===== src/rtl/gpio_pkg.sv =====
package gpio_pkg;

   localparam int DBUS_W = 8;

   typedef enum logic [1:0] {
      SEL_DATA = 2'd0,
      SEL_DIR  = 2'd1,
      SEL_PULL = 2'd2,
      SEL_NONE = 2'd3
   } reg_sel_e;

endpackage


===== src/rtl/gpio_sync.sv =====
module gpio_sync #(
   parameter int W      = 8,
   parameter int STAGES = 2
) (
   input  logic         clk,
   input  logic         rst_n,
   input  logic [W-1:0] d,
   output logic [W-1:0] q
);

   if (STAGES < 2) begin : g_bad_stages
      $error("gpio_sync: STAGES must be at least 2");
   end

   logic [W-1:0] stg_q [STAGES];

   for (genvar s = 0; s < STAGES; s++) begin : g_stage
      if (s == 0) begin : g_first
         always_ff @(posedge clk) begin
            if (!rst_n) stg_q[s] <= '0;
            else        stg_q[s] <= d;
         end
      end else begin : g_next
         always_ff @(posedge clk) begin
            if (!rst_n) stg_q[s] <= '0;
            else        stg_q[s] <= stg_q[s-1];
         end
      end
   end

   assign q = stg_q[STAGES-1];

endmodule


===== src/rtl/gpio_port.sv =====
module gpio_port
   import gpio_pkg::*;
#(
   parameter int PORT_W    = 8,
   localparam int PULL_BITS = (PORT_W + 1) / 2
) (
   input  logic                 clk,
   input  logic                 rst_n,
   input  logic                 wr_data,
   input  logic                 wr_dir,
   input  logic                 wr_pull,
   input  logic [PORT_W-1:0]    wdata_pins,
   input  logic [PULL_BITS-1:0] wdata_pull,
   input  logic [PORT_W-1:0]    pad_sync,
   input  reg_sel_e             rd_sel,
   output logic [DBUS_W-1:0]    rd_val,
   output logic [PORT_W-1:0]    pad_oe,
   output logic [PORT_W-1:0]    pad_out,
   output logic [PORT_W-1:0]    pad_pu
);

   logic [PORT_W-1:0]    latch_q;
   logic [PORT_W-1:0]    dir_q;
   logic [PULL_BITS-1:0] pull_q;
   logic [PORT_W-1:0]    pin_view;

   always_ff @(posedge clk) begin
      if (!rst_n) begin
         latch_q <= '0;
         dir_q   <= '0;
         pull_q  <= '0;
      end else begin
         if (wr_data) latch_q <= wdata_pins;
         if (wr_dir)  dir_q   <= wdata_pins;
         if (wr_pull) pull_q  <= wdata_pull;
      end
   end

   assign pad_oe  = dir_q;
   assign pad_out = latch_q;

   for (genvar i = 0; i < PORT_W; i++) begin : g_pin
      assign pad_pu[i]   = pull_q[i/2] & ~dir_q[i];
      assign pin_view[i] = dir_q[i] ? latch_q[i] : pad_sync[i];
   end

   always_comb begin
      rd_val = '0;
      case (rd_sel)
         SEL_DATA: rd_val[PORT_W-1:0]    = pin_view;
         SEL_DIR:  rd_val[PORT_W-1:0]    = dir_q;
         SEL_PULL: rd_val[PULL_BITS-1:0] = pull_q;
         default:  rd_val = '0;
      endcase
   end


   latch_write_chk: assert property (@(posedge clk) disable iff (!rst_n)
      wr_data |=> pad_out == $past(wdata_pins));


   dir_write_chk: assert property (@(posedge clk) disable iff (!rst_n)
      wr_dir |=> pad_oe == $past(wdata_pins));


   pads_hold_chk: assert property (@(posedge clk) disable iff (!rst_n)
      !(wr_data || wr_dir || wr_pull) |=>
         ($stable(pad_oe) && $stable(pad_out) && $stable(pad_pu)));


   pu_input_only_chk: assert property (@(posedge clk) disable iff (!rst_n)
      (pad_pu & pad_oe) == '0);

endmodule


===== src/rtl/gpio_bank.sv =====
module gpio_bank
   import gpio_pkg::*;
#(
   parameter int              NUM_PORTS   = 4,
   parameter int              PORT_W      = 8,
   parameter int              ADDR_W      = 8,
   parameter int              SYNC_STAGES = 2,
   parameter logic [7:0]      DRV_ADDR    = 8'hF0,
   localparam int             PIN_N       = NUM_PORTS * PORT_W,
   localparam int             PULL_BITS   = (PORT_W + 1) / 2,
   localparam int             PIDX_W      = ADDR_W - 2
) (
   input  logic              clk,
   input  logic              rst_n,
   input  logic [ADDR_W-1:0] bus_addr,
   input  logic              bus_we,
   input  logic [7:0]        bus_wdata,
   output logic [7:0]        rdata,
   input  logic [PIN_N-1:0]  pad_in,
   output logic [PIN_N-1:0]  pad_oe,
   output logic [PIN_N-1:0]  pad_out,
   output logic [PIN_N-1:0]  pad_pu,
   output logic              drive_weak
);

   if (PORT_W < 1 || PORT_W > DBUS_W) begin : g_bad_w
      $error("gpio_bank: PORT_W must be within 1..8");
   end
   if (ADDR_W < 3 || ADDR_W > 8) begin : g_bad_a
      $error("gpio_bank: ADDR_W must be within 3..8");
   end
   if (NUM_PORTS < 1 || 4 * NUM_PORTS > int'(DRV_ADDR)) begin : g_bad_n
      $error("gpio_bank: port registers overlap the drive register");
   end
   if (int'(DRV_ADDR) >= (1 << ADDR_W)) begin : g_bad_d
      $error("gpio_bank: DRV_ADDR outside the address space");
   end

   localparam logic [PIDX_W-1:0] NPORT_L = PIDX_W'(NUM_PORTS);
   localparam logic [ADDR_W-1:0] DRV_L   = ADDR_W'(DRV_ADDR);

   logic [PIDX_W-1:0] port_idx;
   reg_sel_e          sel;
   logic              port_hit;
   logic              drv_hit;
   logic              drv_q;
   logic [PIN_N-1:0]  pad_sync;
   logic [7:0]        rd_vals [NUM_PORTS];
   logic [7:0]        rd_mux;

   assign port_idx = bus_addr[ADDR_W-1:2];
   assign sel      = reg_sel_e'(bus_addr[1:0]);
   assign port_hit = (port_idx < NPORT_L) && (sel != SEL_NONE);
   assign drv_hit  = (bus_addr == DRV_L);

   gpio_sync #(
      .W      (PIN_N),
      .STAGES (SYNC_STAGES)
   ) u_sync (
      .clk   (clk),
      .rst_n (rst_n),
      .d     (pad_in),
      .q     (pad_sync)
   );

   for (genvar p = 0; p < NUM_PORTS; p++) begin : g_port
      logic sel_me;
      assign sel_me = bus_we && port_hit && (port_idx == PIDX_W'(p));

      gpio_port #(
         .PORT_W (PORT_W)
      ) u_port (
         .clk        (clk),
         .rst_n      (rst_n),
         .wr_data    (sel_me && sel == SEL_DATA),
         .wr_dir     (sel_me && sel == SEL_DIR),
         .wr_pull    (sel_me && sel == SEL_PULL),
         .wdata_pins (bus_wdata[PORT_W-1:0]),
         .wdata_pull (bus_wdata[PULL_BITS-1:0]),
         .pad_sync   (pad_sync[p*PORT_W +: PORT_W]),
         .rd_sel     (sel),
         .rd_val     (rd_vals[p]),
         .pad_oe     (pad_oe[p*PORT_W +: PORT_W]),
         .pad_out    (pad_out[p*PORT_W +: PORT_W]),
         .pad_pu     (pad_pu[p*PORT_W +: PORT_W])
      );
   end

   always_ff @(posedge clk) begin
      if (!rst_n)                drv_q <= 1'b0;
      else if (bus_we && drv_hit) drv_q <= bus_wdata[0];
   end

   assign drive_weak = drv_q;

   always_comb begin
      rd_mux = '0;
      if (port_hit) begin
         for (int p = 0; p < NUM_PORTS; p++) begin
            if (port_idx == PIDX_W'(p)) rd_mux = rd_vals[p];
         end
      end else if (drv_hit) begin
         rd_mux = {7'b0, drv_q};
      end
   end

   always_ff @(posedge clk) begin
      if (!rst_n) rdata <= '0;
      else        rdata <= rd_mux;
   end


   unmapped_rd_zero_chk: assert property (@(posedge clk) disable iff (!rst_n)
      (!port_hit && !drv_hit) |=> rdata == 8'h00);


   pull_pad_zero_chk: assert property (@(posedge clk) disable iff (!rst_n)
      (port_hit && sel == SEL_PULL) |=> (rdata >> PULL_BITS) == 8'h00);


   drv_pad_zero_chk: assert property (@(posedge clk) disable iff (!rst_n)
      drv_hit |=> rdata[7:1] == 7'h00);


   drive_write_chk: assert property (@(posedge clk) disable iff (!rst_n)
      (bus_we && drv_hit) |=> drive_weak == $past(bus_wdata[0]));

endmodule


===== config.mk =====
export PLATFORM = sky130hd
export DESIGN_NAME = gpio_bank
export DESIGN_NICKNAME = d
export VERILOG_FILES = /design/src/rtl/gpio_pkg.sv /design/src/rtl/gpio_sync.sv /design/src/rtl/gpio_port.sv /design/src/rtl/gpio_bank.sv
export SDC_FILE = /design/constraint.sdc
export NUM_CORES = 1
export LEC_CHECK = 0
export BUFFER_PORTS_ARGS = -buffer_cell sky130_fd_sc_hd__buf_2
export CAP_MARGIN = 20
export CORE_UTILIZATION = 50
export CTS_BUF_LIST = sky130_fd_sc_hd__clkbuf_2 sky130_fd_sc_hd__clkbuf_4 sky130_fd_sc_hd__clkbuf_8
export DETAILED_ROUTE_END_ITERATION = 8
export PLACE_DENSITY_LB_ADDON = 0.3
export RECOVER_POWER = 25
export SKIP_LAST_GASP = 1
export SLEW_MARGIN = 25
export SYNTH_ARGS = -nofsm -noshare
export SYNTH_HDL_FRONTEND = slang
export SYNTH_SLANG_ARGS = --single-unit

===== constraint.sdc =====
create_clock -name clk -period 1.7 [get_ports clk]
set_input_delay 0.085 -clock clk [delete_from_list [all_inputs] [get_ports clk]]
set_output_delay 0.085 -clock clk [all_outputs]
set_load 0.02 [all_outputs]

==> results.md, run 1 <==
* Largest net degree at the start of global routing at 72
* Finished Core Util at 0.669
* CP endpoint kind: flop
* Hold Path Depth at 3
* Root Driver: clkbuf_8
* Clock Pin Slew Worst Setup and Hold Paths at 0.08 ns
* Design Power at 6.76 mW
* Syn Nets at 706
* First-pass GRT wire length at between 20000 and 30000 µm
* 1st-pass router iterations at 5
* Hold Crit Start: bus_wdata[5]
* Yosys top cell by area: dfxtp_1
* Placer Congestion at 0.915
* Total negative setup slack at 0 ns
* Die width at 114 µm
* Launching point of the worst reg2reg path: g_port[0].u_port.pad_oe[4]$_SDFFE_PN0P_
* EDFF count, synth at 0
* Routed len/inst at about 18 µm
* R2R depth at 5
* Post-Route Skew at 0.0106 ns
* Initial Utilization at 0.517
* Initial antenna violation count at 0
* Final Cycle Share at 0.894
* Max FO, Critical Path at 5
* RSZ-0062 raised after global routing: false
* Max Root-Sink Buffers at 2
* Number of global-route vias before repair at 5347
* CTS H-tree depth at 4
* Clock sink count at 153
* Most frequent cell after synthesis: dfxtp_1
* Via/cell ratio at 5.34
* CTS tree: built
* Maximum Capacitance Violations at 0
* # rows at 40
* Final HPWL from detailed placement at 12900 µm
* Fmax at 658 MHz
* Synth Register Bits at between 150 and 200
* Syn Inst Count at 655
* Least-Margin Pin Slew at a little over 1 ns
* I/O pins at 156
* CP Class: reg -> reg
* Synth Flop Type: dfxtp_1
* Ys async rst share at 0
* Placement Cell Area at 7410 µm²
* WP data required at roughly 2.1 ns
* Antenna diode count at 0
* Seq/Total Area, Yosys at 0.490
* Slew headroom at 0.315
* Final setup viols at 0
* Critical Path Start Type: flop
* Port Buf Inserts at 155
* Remaining Overflow, GRT at 0
* Initial detailed-routing violation count at 495
* Total number of vias at 5540
* P per Cell Area at 835 nW/µm²
* Core Region at approximately 12000 µm²
* Run status: finished, final reports clean
* Hold Crit Class: in -> reg
* Area delta synth->final at 29.4%
* Synth unique cells at 46
* Antenna viol nets, final at 0
* Top post-synthesis cells by area: dfxtp_1, mux2i_1, nor2b_1, and2_1, nand2_1
* Setup repair bufs after CTS at 0
* Fraction of layout cells with a size suffix above 1 at 0.272
* Worst slack, placed at -0.244 ns
* Worst Setup SP: g_port[0].u_port.pad_oe[4]$_SDFFE_PN0P_
* Overall routing resource usage at 0.290
* Slack of the critical path at 0.181 ns
* DRC at 0
* Critical Path AT at around 1.9 ns
* Worst vdd ir at 0.605 mV
* Design Area, Final at 8100 µm²
* Post-synth top cells: dfxtp_1, nor2b_1, and2_1, mux2i_1, nand2_1
* Post-synth top area share at 0.490
* Nets at 909
* Leak at 3.54 nW
* Minimum clock period at 1.52 ns
* Die height at 114 µm
* Final Slew Violations at 0
* Die ar. at 13000 µm²
* Syn avg cell area at 9.55 µm²
* CTS buffer count at 17
* Mapped Area at around 6300 µm²
* Hold Vio Cnt, Final at 0
* Synth warnings at 0
* WL final at 18200 µm
* Worst-skew pair later-pin latency at 0.47 ns
[layer usage]
metal / GRT usage / up-vias / wire length (µm)
li1: - / 2644 / -
met1: 0.384 / 2616 / 7850
met2: 0.452 / 238 / 8430
met3: 0.0659 / 42 / 1340
met4: 0.129 / 0 / 548
met5: 0 / - / 0
[through the flow]
stage                     hold slack [ns]  cells
after floorplan                     0.212    655
after global placement              0.290    974
after detailed placement            0.293    974
after CTS                         0.00532   1038
after global routing               0.0112   1038
final                              0.0288   1038
[registers in the layout, indices dropped and copies added, names as in the netlist]
signal,count
drive_weak,1
g_port.u_port.pad_oe,32
u_sync.stg_q,64
rdata,8
g_port.u_port.pad_out,32
g_port.u_port.pull_q,16
[cells by family (layout without fill, tap and decap cells)]
group                  Yosys count  in the layout  share of synthesized area
AND/OR/NAND/NOR                281            281                      0.263
flip-flops                     153            153                      0.490
AO/OA/AOI/OAI                  108            108                      0.110
multiplexers                    68             68                      0.109
buffers and inverters           45            260                     0.0290
[cell type report]
type	instances	area [µm²]
Fill cell	1021	4010
Sequential cell	153	3060
Multi-Input combinational cell	457	3010
Timing Repair Buffer	227	1440
Clock buffer	22	290
Tap cell	168	210
Clock inverter	9	73.8
Inverter	2	7.51
[worst paths after layout]
| check | endpoint | slack [ns] |
|---|---|---|
| worst max-delay path | rdata[4]$_SDFF_PN0_ | 0.18 |
| worst min register to register | u_sync.stg_q[1][2]$_SDFF_PN0_ | 0.43 |
| worst max register to register | rdata[4]$_SDFF_PN0_ | 0.18 |
| worst min-delay path | g_port[0].u_port.pad_out[5]$_SDFFE_PN0P_ | 0.03 |
[what timing repair did]
item,in CTS,in global routing
resized for setup,0,0
endpoints found under the hold margin,33,0
hold buffers,33,0
[placed cells by master, fill, tap and decap left out, types with 3 or more instances in the layout]
master,count
a21boi_0,25
a21oi_1,25
a221oi_1,5
a22oi_1,3
and2_0,21
and2_1,47
buf_12,4
buf_2,154
buf_4,33
clkbuf_8,20
clkinv_2,7
dfxtp_1,153
dlygate4sd3_1,33
mux2i_1,66
nand2_1,51
nand2b_1,5
nand3_1,11
nand4_1,4
nor2_1,8
nor2b_1,92
nor3_1,9
nor3b_1,12
nor4_1,5
o211ai_1,3
o21ai_0,29
o22ai_1,7
or3b_2,3
[where the power goes]
group	leakage (nW)	switching (mW)	total, mW	internal [mW]
combinational	2.10	0.279	0.518	0.239
clock	0.199	1.29	2.57	1.28
sequential	1.25	0.0211	3.68	3.66
[worst max-delay path: stages, from the launching register on]
cell,delay (ns)
dfxtp_1,0.35
or3b_2,0.47
a21oi_1,0.17
o21ai_0,0.16
a21oi_1,0.20
o21a_1,0.13
No activity file was read; power rests on OpenSTA's default activity.
==> run 2, diff against run 1 <==
--- a/config.mk
+++ b/config.mk
@@ -7,7 +7,7 @@
 export LEC_CHECK = 0
 export BUFFER_PORTS_ARGS = -buffer_cell sky130_fd_sc_hd__buf_2
 export CAP_MARGIN = 20
-export CORE_UTILIZATION = 50
+export CORE_UTILIZATION = 55
 export CTS_BUF_LIST = sky130_fd_sc_hd__clkbuf_2 sky130_fd_sc_hd__clkbuf_4 sky130_fd_sc_hd__clkbuf_8
 export DETAILED_ROUTE_END_ITERATION = 8
 export PLACE_DENSITY_LB_ADDON = 0.3
==> constraint.sdc (replaced) <==
create_clock -name clk -period 1.5 [get_ports clk]
set_input_delay 0.075 -clock clk [delete_from_list [all_inputs] [get_ports clk]]
set_output_delay 0.075 -clock clk [all_outputs]
set_load 0.02 [all_outputs]
==> run 2 against run 1 <==
Compared with the run above: routed wire length is 2.3% higher; sequential power grew 13%; die area shrank 8.9%; final cell count grew 1.3%; critical endpoint is now rdata[0]$_SDFF_PN0_; final area up 4.2%; largest power group unchanged; via count up 3.6%.
==> results.md, run 2 (synthesis gave the netlist of run 1 again) <==
* Worst slack, placed at -0.561 ns
* Port Buf Inserts at 155
* Critical Path AT at 1.85 ns
* Remaining Overflow, GRT at 0
* # rows at 38
* CP endpoint kind: flop
* Nets at 949
* Design Power at 8.07 mW
* Max reg flops at 64
* Overall routing resource usage at 0.326
* Total number of vias at 5740
* RSZ-0062 raised after global routing: false
* Final Non-Filler Cells at 1051
* Via/cell ratio at 5.46
* Launching point of the worst reg2reg path: g_port[1].u_port.pad_oe[0]$_SDFFE_PN0P_
* Antenna viol nets, final at 0
* Commonest non-fill, non-tap cell in the layout: buf_2
* Least-Margin Pin Slew at 0.760 ns
* Design Area, Final at 8440 µm²
* Most frequent cells in the layout: buf_2, dfxtp_1, nor2b_1
* Worst-skew pair later-pin latency at 0.48 ns
* CTS tree: built
* Hold Crit Start: bus_wdata[2]
* Root Driver: clkbuf_8
* Placed Cells incl. Taps at 979
* Die width at 109 µm
* Placer Congestion at 0.899
* Worst vdd ir at 0.752 mV
* Largest net degree at the start of global routing at 94
* WP data required at around 1.9 ns
* Slew headroom at 0.493
* Finished Core Util at 0.768
* Hold Path Depth at 3
* Final HPWL from detailed placement at 12900 µm
* I/O pins at 156
* CP Class: reg -> reg
* Routed len/inst at 17.7 µm
* Number of global-route vias before repair at 5348
* Run status: finished, final reports clean
* P per Cell Area at around 960 nW/µm²
* Final Cycle Share at 0.991
* Total negative setup slack at 0 ns
* DRC at 0
* Initial Utilization at 0.570
* Post-Route Skew at between 0.008 and 0.009 ns
* Clock Pin Slew Worst Setup and Hold Paths at ~0.08 ns
* Antenna diode count at 0
* Hold Vio Cnt, Final at 0
* Final Slew Violations at 0
* WL final at 18600 µm
* Fmax at 673 MHz
* Maximum Capacitance Violations at 0
* R2R depth at 4
* Area delta synth->final at 34.9%
* Fraction of layout cells with a size suffix above 1 at 0.303
* Clock sink count at 153
* First-pass GRT wire length at 28400 µm
* Worst R2R Setup Slack at 0.01 ns
* Slack of the critical path at about 0.014 ns
* 1st-pass router iterations at 5
* Placement Cell Area at 7630 µm²
* Reg with most FFs: u_sync.stg_q
* Die ar. at 11800 µm²
* Initial antenna violation count at 0
* Minimum clock period at 1.49 ns
* Initial detailed-routing violation count at about 530
* Leak at 3.75 nW
* Hold Crit Class: in -> reg
* Max FO, Critical Path at 4
* FF-to-FF End: rdata[0]$_SDFF_PN0_
* CTS buffer count at 17
* Die height at 109 µm
* Core Region at 11000 µm²
* Worst min-delay path endpoint: g_port[3].u_port.pull_q[2]$_SDFFE_PN0P_
* Final setup viols at 0
* Final hold slack at 0.0282 ns
* Max Root-Sink Buffers at 2
* CTS H-tree depth at 4
* Critical Path Start Type: flop
## run 2: timing repair
action | in CTS | in global routing
setup buffers | 0 | 1
hold endpoints to repair | 47 | 0
setup endpoints to repair | 2 | 3
pin swaps | 0 | 3
hold buffers | 39 | 0
gates resized for setup | 2 | 3
## run 2: layout make-up
class	instances	area, µm²
fillers	723	2540
repair buffers	267	1750
multi-input cells	457	3030
clock inverters	7	87.6
inverters	2	7.51
clock buffers	25	332
well taps	140	175
flip-flops and latches	153	3060
## run 2: critical path: stages (launching register included)
cell and delay (ns):
dfxtp_1 0.41, mux2_2 0.38, o221ai_1 0.20, nor3_1 0.10
o221a_2 0.29
## run 2: layer usage
metal	GRT usage	routed length, µm
met1	0.423	8070
met2	0.507	8640
met3	0.0837	1230
met4	0.152	644
met5	0	0
## run 2: how the worst max path moves through the flow
| stage | start | end | slack (ns) |
|---|---|---|---|
| final | g_port[1].u_port.pad_oe[0]$_SDFFE_PN0P_ | rdata[0]$_SDFF_PN0_ | 0.01 |
| after detailed placement | bus_addr[7] | g_port[0].u_port.pad_out[1]$_SDFFE_PN0P_ | -0.56 |
| after floorplan | bus_addr[7] | g_port[2].u_port.pad_out[0]$_SDFFE_PN0P_ | -0.09 |
| after global routing | g_port[1].u_port.pad_oe[0]$_SDFFE_PN0P_ | rdata[0]$_SDFF_PN0_ | 0.004 |
| after CTS | g_port[0].u_port.pad_oe[4]$_SDFFE_PN0P_ | rdata[4]$_SDFF_PN0_ | 0.04 |
| after global placement | bus_addr[7] | g_port[0].u_port.pad_out[3]$_SDFFE_PN0P_ | -0.35 |
## run 2: where the power goes
part | leakage [nW] | internal [mW] | total [mW] | switching (mW)
clock network | 0.219 | 1.77 | 3.25 | 1.48
registers | 1.25 | 4.14 | 4.17 | 0.0243
logic | 2.29 | 0.320 | 0.651 | 0.332
